File: config.mk
export PLATFORM = sky130hd
export DESIGN_NAME = pattern_out_engine
export DESIGN_NICKNAME = d
export VERILOG_FILES = /design/src/rtl/pgen_pkg.sv /design/src/rtl/pgen_trig_detect.sv /design/src/rtl/pgen_pace_gen.sv /design/src/rtl/pgen_lane_unpack.sv /design/src/rtl/pattern_out_engine.sv
export SDC_FILE = /design/constraint.sdc
export NUM_CORES = 1
export LEC_CHECK = 0
export BUFFER_PORTS_ARGS = -buffer_cell sky130_fd_sc_hd__buf_2
export CORE_MARGIN = 1
export CORE_UTILIZATION = 45
export CTS_CLUSTER_SIZE = 8
export DETAILED_ROUTE_END_ITERATION = 8
export PLACE_DENSITY = 0.68
export SLEW_MARGIN = 30
export SYNTH_ARGS = -nofsm -noshare
export SYNTH_HDL_FRONTEND = slang
export SYNTH_SLANG_ARGS = --single-unit
File: constraint.sdc
create_clock -name clk -period 3.78 [get_ports clk]
set_input_delay 0.756 -clock clk [delete_from_list [all_inputs] [get_ports clk]]
set_output_delay 0.756 -clock clk [all_outputs]
set_load 0.1 [all_outputs]
File: src/rtl/pgen_pkg.sv
// Shared types and helpers for the pattern output engine.
// Assumes a 32-bit FIFO word split into 8/16/32-bit lanes.
package pgen_pkg;

    localparam int WORD_W = 32;

    typedef enum logic [1:0] {
        PACE_FAST   = 2'd0,
        PACE_HALF   = 2'd1,
        PACE_TIMER  = 2'd2,
        PACE_STROBE = 2'd3
    } pace_sel_e;

    typedef enum logic [1:0] {
        ST_IDLE  = 2'd0,
        ST_ARMED = 2'd1,
        ST_RUN   = 2'd2
    } eng_state_e;

    // Bits per sample for a width code
    function automatic int lane_bits(input logic [1:0] w);
        case (w)
            2'd0:    return 8;
            2'd1:    return 16;
            default: return WORD_W;
        endcase
    endfunction

    // Samples carried by one FIFO word
    function automatic logic [2:0] lane_count(input logic [1:0] w);
        case (w)
            2'd0:    return 3'd4;
            2'd1:    return 3'd2;
            default: return 3'd1;
        endcase
    endfunction

    // Mask keeping the low sample of a word
    function automatic logic [WORD_W-1:0] lane_mask(input logic [1:0] w);
        case (w)
            2'd0:    return {{(WORD_W-8){1'b0}}, 8'hFF};
            2'd1:    return {{(WORD_W-16){1'b0}}, 16'hFFFF};
            default: return {WORD_W{1'b1}};
        endcase
    endfunction

endpackage

File: src/rtl/pgen_trig_detect.sv
// Trigger qualifier: two-flop synchronizer, polarity select and a
// minimum-width filter. fire pulses for one cycle once the input has
// moved to its active level and held it for MIN_CYC cycles.
// Assumes trig_in is asynchronous and MIN_CYC >= 1.
module pgen_trig_detect #(
    parameter int MIN_CYC = 2
) (
    input  logic clk,
    input  logic rst_n,
    input  logic trig_in,
    input  logic fall_sel,
    output logic fire
);
    localparam int CW = (MIN_CYC > 1) ? $clog2(MIN_CYC) : 1;

    logic          sync1, sync2;
    logic          lvl;
    logic          was_low;
    logic [CW-1:0] hold_cnt;

    // Bring the trigger into the clock domain
    always_ff @(posedge clk) begin
        if (!rst_n) begin
            sync1 <= 1'b0;
            sync2 <= 1'b0;
        end else begin
            sync1 <= trig_in;
            sync2 <= sync1;
        end
    end

    assign lvl = sync2 ^ fall_sel;

    // Count cycles at the active level after an inactive phase
    always_ff @(posedge clk) begin
        if (!rst_n) begin
            was_low  <= 1'b0;
            hold_cnt <= '0;
            fire     <= 1'b0;
        end else begin
            fire <= 1'b0;
            if (!lvl) begin
                was_low  <= 1'b1;
                hold_cnt <= '0;
            end else if (was_low) begin
                if (hold_cnt == CW'(MIN_CYC - 1)) begin
                    fire     <= 1'b1;
                    was_low  <= 1'b0;
                    hold_cnt <= '0;
                end else begin
                    hold_cnt <= hold_cnt + 1'b1;
                end
            end
        end
    end

    a_r3_single_fire: assert property (@(posedge clk) disable iff (!rst_n)
        fire |=> !fire);
    a_r3_level_held: assert property (@(posedge clk) disable iff (!rst_n)
        fire |-> $past(lvl));

endmodule

File: src/rtl/pgen_pace_gen.sv
// Pacing source selection. It produces one-cycle tick events from two
// internal dividers, an external pacer pulse or the acknowledge rising
// edge. The dividers restart when a run begins. Assumes pacer_tick and
// ext_ack are synchronous to clk.
module pgen_pace_gen import pgen_pkg::*; #(
    parameter int FAST_DIV = 2,
    parameter int SLOW_DIV = 4
) (
    input  logic       clk,
    input  logic       rst_n,
    input  logic       restart,
    input  logic [1:0] sel,
    input  logic       pacer_tick,
    input  logic       ext_ack,
    output logic       tick,
    output logic       ack_rise
);
    localparam int FW = (FAST_DIV > 1) ? $clog2(FAST_DIV) : 1;
    localparam int SW = (SLOW_DIV > 1) ? $clog2(SLOW_DIV) : 1;

    logic [FW-1:0] fast_cnt;
    logic [SW-1:0] slow_cnt;
    logic          fast_hit, slow_hit;
    logic          ack_q;

    assign fast_hit = (fast_cnt == FW'(FAST_DIV - 1));
    assign slow_hit = (slow_cnt == SW'(SLOW_DIV - 1));

    // Free-running dividers, realigned at run start
    always_ff @(posedge clk) begin
        if (!rst_n || restart) begin
            fast_cnt <= '0;
            slow_cnt <= '0;
        end else begin
            fast_cnt <= fast_hit ? '0 : fast_cnt + 1'b1;
            slow_cnt <= slow_hit ? '0 : slow_cnt + 1'b1;
        end
    end

    // Remember the strobe level for edge detection
    always_ff @(posedge clk) begin
        if (!rst_n) ack_q <= 1'b0;
        else        ack_q <= ext_ack;
    end

    assign ack_rise = ext_ack & ~ack_q;

    // Route the selected source onto the tick output
    always_comb begin
        case (sel)
            PACE_FAST:  tick = fast_hit;
            PACE_HALF:  tick = slow_hit;
            PACE_TIMER: tick = pacer_tick;
            default:    tick = ack_rise;
        endcase
    end

    a_r4_strobe_edge: assert property (@(posedge clk) disable iff (!rst_n)
        (sel == PACE_STROBE && tick) |-> (ext_ack && !$past(ext_ack)));
    a_r4_timer_follow: assert property (@(posedge clk) disable iff (!rst_n)
        (sel == PACE_TIMER) |-> (tick == pacer_tick));

endmodule

File: src/rtl/pgen_lane_unpack.sv
// Lane unpacker. load takes a fresh FIFO word and emits its low lane;
// adv emits the next lane of the stored word. drained is high when no
// lanes of the stored word remain. Assumes width is steady during a run.
module pgen_lane_unpack import pgen_pkg::*; (
    input  logic              clk,
    input  logic              rst_n,
    input  logic              clear,
    input  logic [1:0]        width,
    input  logic              load,
    input  logic              adv,
    input  logic [WORD_W-1:0] word_in,
    output logic [WORD_W-1:0] next_unit,
    output logic              drained
);
    logic [WORD_W-1:0] rest;
    logic [2:0]        left;

    assign drained   = (left == 3'd0);
    assign next_unit = (load ? word_in : rest) & lane_mask(width);

    // Track the unsent lanes of the current word
    always_ff @(posedge clk) begin
        if (!rst_n || clear) begin
            rest <= '0;
            left <= 3'd0;
        end else if (load) begin
            rest <= word_in >> lane_bits(width);
            left <= lane_count(width) - 3'd1;
        end else if (adv) begin
            rest <= rest >> lane_bits(width);
            left <= left - 3'd1;
        end
    end

    a_r5_pop_only_when_drained: assert property (@(posedge clk) disable iff (!rst_n)
        load |-> (drained && !adv));
    a_r5_lane_bound: assert property (@(posedge clk) disable iff (!rst_n)
        left < 3'd4);

endmodule

File: src/rtl/pattern_out_engine.sv
// Triggered pattern output engine top. It sequences idle, armed and run,
// serves one sample per pacing event with optional request/acknowledge
// flow control, and handles FIFO drain by underrun or rewind.
// Assumes a first-word fall-through FIFO, a storage that rewinds on the
// cycle after fifo_rewind, and configuration that changes only while
// the engine is idle.
module pattern_out_engine import pgen_pkg::*; #(
    parameter int FAST_DIV     = 2,
    parameter int SLOW_DIV     = 4,
    parameter int TRIG_MIN_CYC = 2
) (
    input  logic              clk,
    input  logic              rst_n,
    input  logic              cfg_enable,
    input  logic              cfg_trig_fall,
    input  logic [1:0]        cfg_clk_sel,
    input  logic [1:0]        cfg_width,
    input  logic              cfg_handshake,
    input  logic              cfg_repeat,
    input  logic              stat_clr_underrun,
    output logic              stat_running,
    output logic              stat_underrun,
    input  logic              trig_in,
    input  logic              pacer_tick,
    input  logic              ext_ack,
    output logic              dout_req,
    output logic [WORD_W-1:0] dout,
    input  logic              fifo_empty,
    input  logic [WORD_W-1:0] fifo_rd_data,
    output logic              fifo_rd_en,
    output logic              fifo_rewind
);
    eng_state_e        st;
    logic              trig_fire, restart, tick, ack_rise;
    logic              running, due, ack_ok, avail, want, serve, starve;
    logic              drained, rewind_q;
    logic [WORD_W-1:0] next_unit;

    pgen_trig_detect #(.MIN_CYC(TRIG_MIN_CYC)) u_trig (
        .clk      (clk),
        .rst_n    (rst_n),
        .trig_in  (trig_in),
        .fall_sel (cfg_trig_fall),
        .fire     (trig_fire)
    );

    pgen_pace_gen #(.FAST_DIV(FAST_DIV), .SLOW_DIV(SLOW_DIV)) u_pace (
        .clk        (clk),
        .rst_n      (rst_n),
        .restart    (restart),
        .sel        (cfg_clk_sel),
        .pacer_tick (pacer_tick),
        .ext_ack    (ext_ack),
        .tick       (tick),
        .ack_rise   (ack_rise)
    );

    pgen_lane_unpack u_unpack (
        .clk       (clk),
        .rst_n     (rst_n),
        .clear     (!running),
        .width     (cfg_width),
        .load      (serve && drained),
        .adv       (serve && !drained),
        .word_in   (fifo_rd_data),
        .next_unit (next_unit),
        .drained   (drained)
    );

    assign running      = (st == ST_RUN);
    assign stat_running = running;
    assign restart      = (st == ST_ARMED) && trig_fire;
    assign avail        = !drained || !fifo_empty;
    assign want         = running && due && ack_ok;
    assign serve        = want && avail;
    assign starve       = want && !avail && !cfg_repeat;
    assign fifo_rd_en   = serve && drained;
    assign fifo_rewind  = running && cfg_repeat && fifo_empty && !rewind_q;

    // Idle / armed / run sequencing
    always_ff @(posedge clk) begin
        if (!rst_n || !cfg_enable) begin
            st <= ST_IDLE;
        end else begin
            case (st)
                ST_IDLE:  st <= ST_ARMED;
                ST_ARMED: if (trig_fire) st <= ST_RUN;
                default:  st <= ST_RUN;
            endcase
        end
    end

    // Pending pacing step and acknowledge/request tracking
    always_ff @(posedge clk) begin
        if (!rst_n || !running) begin
            due      <= 1'b0;
            ack_ok   <= 1'b1;
            dout_req <= 1'b0;
        end else begin
            due <= (due && !serve) || tick;
            if (!cfg_handshake) begin
                ack_ok   <= 1'b1;
                dout_req <= serve;
            end else if (serve) begin
                ack_ok   <= 1'b0;
                dout_req <= 1'b1;
            end else if (ack_rise) begin
                ack_ok   <= 1'b1;
                dout_req <= 1'b0;
            end
        end
    end

    // Output data register, holds between samples
    always_ff @(posedge clk) begin
        if (!rst_n)     dout <= '0;
        else if (serve) dout <= next_unit;
    end

    // Sticky underrun flag, clear has priority
    always_ff @(posedge clk) begin
        if (!rst_n || stat_clr_underrun) stat_underrun <= 1'b0;
        else if (starve)                 stat_underrun <= 1'b1;
    end

    // Space rewind requests so storage can respond
    always_ff @(posedge clk) begin
        if (!rst_n) rewind_q <= 1'b0;
        else        rewind_q <= fifo_rewind;
    end

    a_r2_no_read_when_idle: assert property (@(posedge clk) disable iff (!rst_n)
        !stat_running |-> !fifo_rd_en);
    a_r2_start_on_trigger: assert property (@(posedge clk) disable iff (!rst_n)
        $rose(stat_running) |-> $past(trig_fire));
    a_r5_pop_nonempty: assert property (@(posedge clk) disable iff (!rst_n)
        fifo_rd_en |-> !fifo_empty);
    a_r5_narrow_upper_zero: assert property (@(posedge clk) disable iff (!rst_n)
        (serve && cfg_width == 2'd0) |=> (dout[WORD_W-1:8] == '0));
    a_r6_hold_until_ack: assert property (@(posedge clk) disable iff (!rst_n)
        (cfg_handshake && dout_req && !ack_rise && stat_running) |=> ($stable(dout) && dout_req));
    a_r8_underrun_sticky: assert property (@(posedge clk) disable iff (!rst_n)
        (stat_underrun && !stat_clr_underrun) |=> stat_underrun);
    a_r9_rewind_only_repeat: assert property (@(posedge clk) disable iff (!rst_n)
        fifo_rewind |-> (cfg_repeat && stat_running));

endmodule

# Word-level counts from Yosys, hierarchy flattened
# Index checks and enable logic that the tools add are counted.
[word_totals]
register_bits = 83
output_inout_bits = 37
elab_cells = 103
[op_classes]
add_sub_neg = 5
n_eq_ne = 8
shifts = 2
n_mux = 28
bitwise = 5
n_reduce_logical = 38
[ops]
columns = ["operator", "n"]
rows = [
  ["two-way mux 32 bit", 8],
  ["case mux 32 bit (2 select lines)", 1],
  [">> shifter 32 x 32 -> 32 bit", 2],
  ["AND 32 bit", 1],
  ["logical AND 1 bit", 12],
  ["two-way mux 3 bit", 4],
  ["case mux 6 bit (2 select lines)", 1],
  ["two-way mux 1 bit", 10],
  ["zero test 1 bit", 9],
  ["equality test 2 x 1 -> 1 bit (second input constant)", 3],
  ["equality test 2 bit (second input constant)", 3],
  ["zero test 2 bit", 3],
  ["logical OR 1 bit", 6],
  ["case mux 3 bit (2 select lines)", 1],
  ["OR reduction 2 bit", 3],
  ["subtractor 3 x 1 -> 3 bit (second input constant)", 2],
  ["case mux 2 bit (2 select lines)", 1],
  ["nonzero test 2 bit", 2],
  ["zero test 3 bit", 1],
  ["inequality test 3 x 1 -> 1 bit (second input constant)", 1],
  ["case mux 1 bit (3 select lines)", 1],
  ["AND reduction 3 bit", 1],
  ["adder 1 bit (second input constant)", 2],
  ["adder 2 x 1 -> 2 bit (second input constant)", 1],
  ["other kinds (6)", 7],
]

# Depth between registers and ports, before layout
# Gate-level depths: netlist of the first run.
[logic_depth]
ltp_word = 11
depth_mapped = 10
ltp_nobuf = 7

# Cells and area by module
# A second synthesis of the first run with hierarchy kept.
[hier_totals]
cells_unflattened = 463
area_unflattened_um2 = 4096.4
[by_module_without_submodules]
columns = ["module", "n_inst", "cells_per_inst", "area_each_um2"]
rows = [
  ["pgen_lane_unpack", 1, 265, 2170.8],
  ["pattern_out_engine", 1, 174, 1601.5],
  ["pgen_pace_gen", 1, 11, 162.7],
  ["pgen_trig_detect", 1, 13, 161.4],
]

# Least setup slack after synthesis of the first run
# No wires, ideal clock.
[synth_timing]
path_type = "input to output"
start = "input port fifo_empty"
end = "output port fifo_rewind"
t_arrival_ps = 3069
required_ps = 3024
path_slack_ps = -45
stages = 2
path_buffers = 0
path_cell_list = "nand3b_1 -> nor3b_1"
[synth_between]
elab_chain_cells = 2
[synth_lines]
columns = ["element", "line", "rtl"]
rows = [
  ["from (decl)", "pattern_out_engine.sv:28", "input logic fifo_empty,"],
  ["logical AND 1 bit (2 in series)", "pattern_out_engine.sv:78", "assign fifo_rewind = running && cfg_repeat && fifo_empty && !rewind_q;"],
  ["to (decl)", "pattern_out_engine.sv:31", "output logic fifo_rewind"],
]
# Every way passes these cells.

# Final worst setup path of the first run
[layout_timing]
start = "register u_unpack.left[0]"
end = "output port fifo_rd_en"
[layout_between]
elab_chain_cells = 5
[layout_lines]
columns = ["element", "line", "rtl"]
rows = [
  ["from (decl)", "pgen_lane_unpack.sv:16", "logic [2:0] left;"],
  ["from (signal assigned)", "pgen_lane_unpack.sv:28", "left <= lane_count(width) - 3'd1;"],
  ["from (signal assigned)", "pgen_lane_unpack.sv:31", "left <= left - 3'd1;"],
  ["zero test 3 bit *", "pgen_lane_unpack.sv:18", "assign drained = (left == 3'd0);"],
  ["zero test 1 bit", "pattern_out_engine.sv:73", "assign avail = !drained || !fifo_empty;"],
  ["logical OR 1 bit", "pattern_out_engine.sv:73", ""],
  ["logical AND 1 bit", "pattern_out_engine.sv:75", "assign serve = want && avail;"],
  ["logical AND 1 bit *", "pattern_out_engine.sv:77", "assign fifo_rd_en = serve && drained;"],
  ["to (decl)", "pattern_out_engine.sv:30", "output logic fifo_rd_en,"],
]
# Every way passes the cells marked *; elsewhere a longest branch is shown, timed or not.

==> flow_summary_export.csv, run 1 <==
group,metric,value,unit
cells_and_area,layout-drive-gt1-share,24.22,%
synth,yosys_warnings,0,
detailed_routing,dr.max_layer_used,"met4",
global_route,grt.overflow.total,0,
critical_path,r2r_start,"u_unpack.left[0]",
critical_path,crit_path_end_kind,"output pin",
flow_run,maxCapViolations,0,
timing,max_freq,357.3,MHz
die,rows,33,
die,io_pins,84,
synth,syn_inst,443,
synth,synth-edff-count,0,
clock_network,ctsHoldBuffers,0,
pwr,leakage,1.959,nW
synth,synth_top_family_by_area,"compound AO/OA/AOI/OAI gates",
detailed_routing,vias,3453,
clock_network,insertion_delay,0.35,ns
timing,setup_viol,0,
synth,ys_top_cells_by_area,"dfxtp_1 43%, o21ai_0 7.3%, a21boi_0 5.9%",
synth,async_flop_share,0,%
clock_network,cts_tree,"built",
timing,fin_worst_skew,0.01174,ns
synth,synth_adder_area_share,0.6549,%
clock_network,cts_sinks,83,
detailed_routing,wl_met3,506,um
critical_path,ff2ff_setup_slack,1.48,ns
global_route,antenna_found_initial,0,
synth,synth_area,0.003821,mm2
cells_and_area,insertedDiodeCount,0,
worst_hold_path,hp-class,"reg -> reg",
critical_path,cp-startpoint,"u_unpack.left[0]",
synth,ys.flop_type,"dfxtp_1",
worst_hold_path,hold_path_startpoint,"u_pace.fast_cnt",
cells_and_area,post-route-cell-area,0.004472,mm2
synth,yosysUniqueCellTypes,49,
synth,ys_seq_area_share,43.48,%
cells_and_area,finalNetCount,558,
detailed_routing,wl_per_cell,15.94,um
clock_network,cts-htree-levels,3,
place,dpl.hpwl,6734,um
detailed_routing,drc,0,
clock_network,cts_root_buf,"clkbuf_8",
detailed_routing,wl,9834,um
global_route,grt_max_degree,44,
die,start_util,46.51,%
global_route,grtUsageTotal,23.00,%
synth,synth_top_area_share,43.48,%
timing,slew_viol_final,0,
timing,grt_setup_unrepaired,"no",
synth,synthMuxAreaShare,2.947,%
die,die_area,0.008864,mm2
detailed_routing,drtIter0Drc,215,
clock_network,cts_buffers,9,
synth,yosysTopAreaCell,"dfxtp_1",
synth,synth_xor_area_share,0.4584,%
clock_network,post-cts-setup-buffers,0,
clock_network,clockBufferDepth,2,
place,routabilityCongestion,0.8861,
clock_network,post_cts_resized,0,
critical_path,cp_data_arrival_time,2.04,ns
cells_and_area,area.growth.synth_to_final,17.03,%
detailed_routing,wl_met1,4635,um
critical_path,required,3.02,ns
timing,whs,0.4170,ns
timing,fin_crit,2.799,ns
synth,synth-compound-area-share,26.65,%
critical_path,cp_max_fo,10,
cells_and_area,fin_util,54.42,%
pwr,pwr_density_cell,366.6,mW/mm2
timing,fin_setup_tns,0,ns
critical_path,critical_path_class,"reg -> out",
pwr,fin_total_pwr,1.639,mW
place,port_buffers,83,
synth,synth_fp_nets,492,
detailed_routing,dr.pass1.iters,5,
synth,yosys.area_share.simple,20.86,%
timing,finalHoldViolations,0,
global_route,grt_pass1_vias,3120,
synth,synth.avg_cell_area,8.626,um2
detailed_routing,wl_met2,4531,um
detailed_routing,antenna_left,0,
die,die_w,94.15,um
clock_network,path_clk_slew,0.07,ns
synth,ys_seq_elements,83,
run_status,status,"completed",
timing,maxSlewHeadroom,37.31,%
pwr,max-vdd-ir-drop,0.1979,mV
global_route,grt_pass1_wl,15560,um
timing,period_share,74.04,%
detailed_routing,viasPerCell,5.596,
place,placed_area,0.004275,mm2
die,die_h,94.15,um
timing,tightest_slew,0.9363,ns
die,core_area,0.008217,mm2
critical_path,start_kind,"register",
state kept, by name (all words and copies together), names as in the netlist:
signal	count
dout	32
u_pace.fast_cnt	1
u_pace.ack_q	1
u_trig.fire	1
st	2
u_trig.was_low	1
u_trig.hold_cnt	1
rewind_q	1
u_pace.slow_cnt	2
ack_ok	1
u_trig.sync2	1
u_trig.sync1	1
due	1
u_unpack.left	3
stat_underrun	1
dout_req	1
u_unpack.rest	32
where the power goes:
part	internal (mW)	switching [mW]
sequential	0.881	0.00397
combinational	0.0416	0.0461
clock	0.365	0.302
path summary, 6_finish.rpt:
| path | end | cells past startpoint |
|---|---|---|
| worst max-delay path | fifo_rd_en | 3 |
| worst min-delay path | u_pace.fast_cnt | 1 |
| worst max register to register | u_unpack.rest[9] | 5 |
| worst min register to register | u_pace.fast_cnt | 1 |
through the flow:
step	instances	setup WS [ns]
floorplan	443	0.3858
global placement	603	1.025
detailed placement	603	0.9900
CTS	617	0.9502
global route	617	0.8378
finish	617	0.9811
metal layers:
metal / global-route usage, % / vias to the layer above
met3: 3.641 / 12
met4: 8.846 / 0
met5: 0 / -
met1: 31.31 / 1614
met2: 36.23 / 107
li1: - / 1720
kinds of logic (layout without fill, tap and decap cells):
family | count (synthesis) | after routing
AOI/OAI and AO/OA | 161 | 161
DFF | 83 | 83
adders and majority gates | 2 | 2
buffers and inverters | 39 | 108
xor gates and xnor gates | 2 | 2
muxes | 9 | 9
and+or+nand+nor | 147 | 147
area by class of cell:
type                       count  area [um2]
fill                         819        3745
multi-input combinational    321        1992
sequential                    83        1662
timing repair buffer          92       483.0
clock buffer                  11       131.4
tap                          105       131.4
clock inverter                 3       65.06
inverter                       2       7.507
Yosys cell counts, drive strengths merged (2+ instances only):
cell type / number
a211oi: 2
a21boi: 34
a21o: 2
a21oi: 32
a22oi: 6
a31oi: 6
a32o: 2
and2: 10
and3: 24
buf: 16
clkbuf: 21
dfxtp: 83
ha: 2
inv: 2
mux2: 8
nand2: 52
nand2b: 3
nand3: 14
nand3b: 4
nor2: 19
nor2b: 2
nor3: 3
nor3b: 5
nor4: 3
o211a: 8
o21ai: 57
o2bb2ai: 6
o31ai: 2
or3: 2
or4: 2
xor2: 2
critical path: stages (launching register included):
cell	delay, ns
dfxtp_1	0.45
or4_1	0.63
nor2_1	0.17
buf_2	0.45
layout by cell type (no fill, tap or decap), types with 9 or more instances in the layout:
cell / n
nand3_1: 14
buf_4: 9
o21ai_0: 56
a21boi_0: 30
clkbuf_8: 9
a21oi_1: 31
dfxtp_1: 83
nor2_1: 18
and3_1: 23
and2_1: 10
buf_2: 83
nand2_1: 52
(Power assumes the default switching activity.)
==> run 2, diff against run 1 <==
--- a/config.mk
+++ b/config.mk
@@ -10,7 +10,7 @@
 export CORE_UTILIZATION = 45
 export CTS_CLUSTER_SIZE = 8
 export DETAILED_ROUTE_END_ITERATION = 8
-export PLACE_DENSITY = 0.68
+export PLACE_DENSITY = 0.71
 export SLEW_MARGIN = 30
 export SYNTH_ARGS = -nofsm -noshare
 export SYNTH_HDL_FRONTEND = slang
==> constraint.sdc (replaced) <==
create_clock -name clk -period 2.4 [get_ports clk]
set_input_delay 0.48 -clock clk [delete_from_list [all_inputs] [get_ports clk]]
set_output_delay 0.48 -clock clk [all_outputs]
set_load 0.1 [all_outputs]
==> run 2 against run 1 <==
Via count grew 2.6%; core utilization grew 1.3 points; clock skew shrank 0.0019 ns; clock-buffer cell count grew 1; final area grew 2.4%; sequential cell count is the same; register-to-register slack lost 1.2 ns; setup slack lost 0.85 ns; die area is the same; routed wire length grew 2.7%; highest routed layer unchanged.
==> flow_summary_export.csv, run 2 (same netlist as run 1, synthesis figures left out) <==
group,metric,value,unit
detailed_routing,wl_met2,4826,um
detailed_routing,vias,3543,
worst_hold_path,hp-class,"in -> reg",
detailed_routing,antenna_left,0,
detailed_routing,dr.max_layer_used,"met4",
global_route,grt_pass1_vias,3172,
worst_hold_path,hold_path_startpoint,"stat_clr_underrun",
critical_path,required,1.92,ns
place,routabilityCongestion,0.8531,
cells_and_area,area.growth.synth_to_final,19.84,%
critical_path,r2r-end,"u_unpack.rest[1]",
clock_network,ctsHoldBuffers,0,
detailed_routing,viasPerCell,5.651,
timing,fin_crit,2.272,ns
detailed_routing,wl,10100,um
critical_path,worstRegToRegCells,4,
critical_path,critical_path_class,"reg -> out",
clock_network,cts_buffers,9,
timing,fin_worst_skew,0.009878,ns
timing,setup_viol,0,
clock_network,insertion_delay,0.36,ns
pwr,seq_power_share,52.0,%
pwr,p_int,2.097,mW
place,dpl.hpwl,6964,um
global_route,antenna_found_initial,0,
pwr,fin_total_pwr,2.677,mW
clock_network,post-cts-setup-buffers,0,
clock_network,cts_sinks,83,
detailed_routing,wl_per_cell,16.11,um
clock_network,post_cts_resized,0,
critical_path,cp_max_fo,10,
die,die_h,94.15,um
timing,maxSlewHeadroom,35.09,%
detailed_routing,wl_met3,608,um
global_route,grt.overflow.total,0,
global_route,grt_max_degree,42,
timing,grt_setup_unrepaired,"no",
global_route,grtUsageTotal,23.65,%
clock_network,cts_root_buf,"clkbuf_8",
timing,max_freq,440.2,MHz
flow_run,maxCapViolations,0,
die,start_util,46.51,%
pwr,pwr_density_cell,584.6,mW/mm2
place,port_buffers,83,
critical_path,start_kind,"register",
pwr,p_clk_share,42.7,%
pwr,power.share.switching,21.69,%
cells_and_area,layout-drive-gt1-share,26.05,%
die,die_area,0.008864,mm2
detailed_routing,drc,0,
die,io_pins,84,
pwr,p_comb_share,5.3,%
detailed_routing,drtIter0Drc,216,
timing,finalHoldViolations,0,
cells_and_area,fin_util,55.73,%
cells_and_area,layout_commonest_cell,"dfxtp_1",
timing,tightest_slew,0.9648,ns
detailed_routing,dr.pass1.iters,4,
cells_and_area,reg_top3,"dout: 32 flops, u_unpack.rest: 32 flops, u_unpack.left: 3 flops",
timing,period_share,94.65,%
pwr,max-vdd-ir-drop,0.3570,mV
die,core_area,0.008217,mm2
clock_network,cts-htree-levels,3,
clock_network,cts_tree,"built",
global_route,grt_pass1_wl,15950,um
pwr,leakage,2.012,nW
cells_and_area,finalNetCount,566,
cells_and_area,layout_common_cells,"83 x dfxtp_1, 82 x buf_2, 56 x o21ai_0",
timing,slew_viol_final,0,
critical_path,crit_path_end_kind,"output pin",
clock_network,path_clk_slew,0.08,ns
run_status,status,"completed",
detailed_routing,wl_met1,4505,um
critical_path,r2r_start,"st[0]",
worst_hold_path,hold_depth,2,
critical_path,cp_data_arrival_time,1.79,ns
critical_path,ff2ff_setup_slack,0.27,ns
die,rows,33,
die,die_w,94.15,um
pwr,p_switching,0.5807,mW
timing,fin_setup_tns,0,ns
cells_and_area,insertedDiodeCount,0,
worst_hold_path,hold_end,"stat_underrun",
clock_network,clockBufferDepth,2,
## run 2: power groups by stage
stage,clock (mW),combinational (mW),sequential (mW)
after global routing,1.22,0.156,1.40
after global placement,0,0.138,1.43
after detailed placement,0,0.141,1.43
after CTS,1.15,0.142,1.39
final,1.14,0.142,1.39
after floorplan,0,0.0732,1.42
## run 2: routing by layer
layer,track usage [%],vias up
li1,-,1736
met1,31.48,1666
met2,37.74,125
met3,4.450,16
met4,8.846,0
met5,0,-
## run 2: per-stage QoR
| step | cell area, um2 | hold WS, ns | setup slack [ns] | cells |
|---|---|---|---|---|
| after floorplan | 3834 | 0.3878 | 0.04184 | 443 |
| after detailed placement | 4352 | 0.4062 | 0.2809 | 611 |
| after CTS | 4579 | 0.2734 | 0.1192 | 627 |
| after global placement | 4352 | 0.3954 | 0.3616 | 611 |
| after global routing | 4579 | 0.2763 | 0.05701 | 627 |
| final | 4579 | 0.2812 | 0.1283 | 627 |
## run 2: how the worst max path moves through the flow
stage | startpoint | end | depth (start not counted)
CTS | u_unpack.left[0] | fifo_rd_en | 3
finish | u_unpack.left[0] | fifo_rd_en | 3
detailed placement | fifo_empty | u_unpack.left[2] | 8
global placement | fifo_empty | u_unpack.left[2] | 8
global route | u_unpack.left[0] | fifo_rd_en | 3
floorplan | u_unpack.left[0] | u_unpack.left[2] | 8
## run 2: area by class of cell
class	count	area [um2]
Fill cell	774	3637
Multi-Input combinational cell	321	1993
Sequential cell	83	1662
Timing Repair Buffer	100	558.0
Clock buffer	12	155.1
Tap cell	105	131.4
Clock inverter	4	72.57
Inverter	2	7.507
## run 2: worst max-delay path, stage by stage, from the launching register on
cell	delay, ns
dfxtp_1	0.44
or4_1	0.66
nor2_4	0.15
buf_12	0.19
==> run 3, diff against run 2 <==
--- a/config.mk
+++ b/config.mk
@@ -10,7 +10,8 @@
 export CORE_UTILIZATION = 45
 export CTS_CLUSTER_SIZE = 8
 export DETAILED_ROUTE_END_ITERATION = 8
-export PLACE_DENSITY = 0.71
+export PLACE_DENSITY_LB_ADDON = 0.08
+export SETUP_SLACK_MARGIN = 0.05
 export SLEW_MARGIN = 30
 export SYNTH_ARGS = -nofsm -noshare
 export SYNTH_HDL_FRONTEND = slang
==> constraint.sdc (replaced) <==
create_clock -name clk -period 2.4 [get_ports clk]
set_input_delay 0.12 -clock clk [delete_from_list [all_inputs] [get_ports clk]]
set_output_delay 0.12 -clock clk [all_outputs]
set_load 0.1 [all_outputs]
==> run 3 against run 2 <==
Routed wire length rose by 1.6%; largest cell class unchanged; non-clock buffer count rose by 7; maximum frequency rose by 7.4%; critical endpoint unchanged; setup slack improved by 0.16 ns; worst hold slack got worse by 0.20 ns; clock power rose by 4%; via count rose by 0.51%; highest routed layer unchanged; global-route usage rose by 0.57 points; register-to-register slack improved by 0.13 ns; critical path depth did not move; clock-buffer cell count fell by 2; core utilization rose by 0.64 points.
==> flow_summary_export.csv, run 3 (same netlist as run 1, synthesis figures left out) <==
group,metric,value,unit
run_status,status,"completed",
detailed_routing,vias,3561,
clock_network,post-cts-setup-buffers,0,
die,rows,33,
global_route,grt_pass1_vias,3364,
timing,finalHoldViolations,0,
critical_path,required,2.28,ns
timing,fin_setup_tns,0,ns
clock_network,cts_buffers,9,
timing,tightest_slew,0.7469,ns
place,dpl.hpwl,7093,um
timing,whs,0.07895,ns
die,die_area,0.008864,mm2
global_route,antenna_found_initial,0,
critical_path,crit_chain,"or4_1, nor2_4, buf_2",
critical_path,cp_max_fo,10,
critical_path,start_kind,"register",
critical_path,critPathSlowestCell,"or4_1",
timing,fin_worst_skew,0.004859,ns
detailed_routing,dr.pass1.iters,4,
global_route,grt_max_degree,43,
timing,maxSlewHeadroom,50.02,%
worst_hold_path,hp-class,"in -> reg",
detailed_routing,drc,0,
clock_network,cts_sinks,83,
pwr,leakage,2.040,nW
critical_path,cp-startpoint,"u_unpack.left[0]",
pwr,pwr_density_cell,587.6,mW/mm2
cells_and_area,insertedDiodeCount,0,
timing,slew_viol_final,0,
clock_network,insertion_delay,0.35,ns
cells_and_area,layout_common_cells,"83 x dfxtp_1, 83 x buf_2, 56 x o21ai_0",
pwr,max-vdd-ir-drop,0.4227,mV
clock_network,cts_root_buf,"clkbuf_8",
flow_run,maxCapViolations,0,
critical_path,critical_path_class,"reg -> out",
clock_network,cts-htree-levels,3,
detailed_routing,viasPerCell,5.626,
clock_network,path_clk_slew,0.08,ns
global_route,grt_pass1_wl,16620,um
critical_path,r2r_start,"u_unpack.left[0]",
die,io_pins,84,
timing,fin_crit,2.116,ns
critical_path,critPathTopFamily,"simple AND/OR/NAND/NOR gates",
critical_path,crit_path_end_kind,"output pin",
critical_path,cp_data_arrival_time,2.00,ns
timing,setup_viol,0,
die,die_w,94.15,um
die,die_h,94.15,um
detailed_routing,drtIter0Drc,176,
timing,grt_setup_unrepaired,"no",
die,start_util,46.51,%
cells_and_area,reg_top3,"dout: 32 flops, u_unpack.rest: 32 flops, u_unpack.left: 3 flops",
critical_path,max_stage_delay,0.65,ns
worst_hold_path,hold_path_startpoint,"cfg_repeat",
global_route,grtUsageTotal,24.22,%
clock_network,cts_tree,"built",
critical_path,cp_num_buf_inv,1,
cells_and_area,layout-drive-gt1-share,25.95,%
clock_network,clockBufferDepth,2,
die,core_area,0.008217,mm2
place,routabilityCongestion,0.8566,
cells_and_area,finalNetCount,573,
global_route,grt.overflow.total,0,
timing,max_freq,472.6,MHz
detailed_routing,antenna_left,0,
cells_and_area,area.growth.synth_to_final,21.22,%
place,port_buffers,83,
detailed_routing,wl_per_cell,16.22,um
timing,period_share,88.16,%
detailed_routing,wl,10270,um
==> run 3: layout make-up <==
type / count / area, um2
well taps: 105 / 131.4
multi-input cells: 321 / 1993
flip-flops and latches: 83 / 1662
clock buffers: 10 / 127.6
inverters: 2 / 7.507
fillers: 812 / 3585
repair buffers: 107 / 608.1
clock inverters: 5 / 102.6
==> run 3: worst register-to-register path, stage by stage (launching register included) <==
cell and delay, ns:
dfxtp_1 0.43, nor4b_4 0.59, nor2_2 0.07, a31oi_1 0.18, ha_1 0.16, nor3b_1 0.22
xor2_1 0.18, nor2_1 0.06
==> run 3: repair_timing <==
item,CTS,global route
hold buffers,5,0
hold endpoints to repair,5,0
gates resized for setup,0,0
==> run 3: power breakdown <==
group | internal, mW | switching [mW]
combinational | 0.0726 | 0.0744
sequential | 1.39 | 0.00613
clock | 0.685 | 0.497
total | 2.14 | 0.577
==> run 3: stage by stage <==
| stage | std cells | power [mW] | worst slack [ns] | util [%] | cell area, um2 |
|---|---|---|---|---|---|
| 2_1_floorplan | 443 | 1.498 | 0.04184 | - | 3834 |
| 3_3_place_gp | 613 | 1.564 | 0.4913 | 52.96 | 4352 |
| 4_1_cts | 633 | 2.745 | 0.2769 | 56.37 | 4632 |
| 6_report | 633 | 2.722 | 0.2842 | 56.37 | 4632 |
| 5_1_grt | 633 | 2.810 | 0.2118 | 56.37 | 4632 |
| 3_5_place_dp | 613 | 1.567 | 0.4367 | 52.96 | 4352 |
==> run 3: worst paths after layout <==
check                           slack (ns)                to  cells after the start
worst min register to register        0.42   u_pace.fast_cnt                      1
worst max-delay path                  0.28        fifo_rd_en                      3
worst max register to register        0.40  u_unpack.left[2]                      7
worst min-delay path                  0.08          rewind_q                      3
==> run 3: routing by layer <==
layer / GRT usage (%) / part of all wire [%] / vias to the layer above
li1: - / - / 1746
met1: 32.40 / 47 / 1688
met2: 38.10 / 45 / 104
met3: 4.612 / 4.1 / 23
met4: 9.615 / 3.2 / 0
met5: 0 / 0 / -
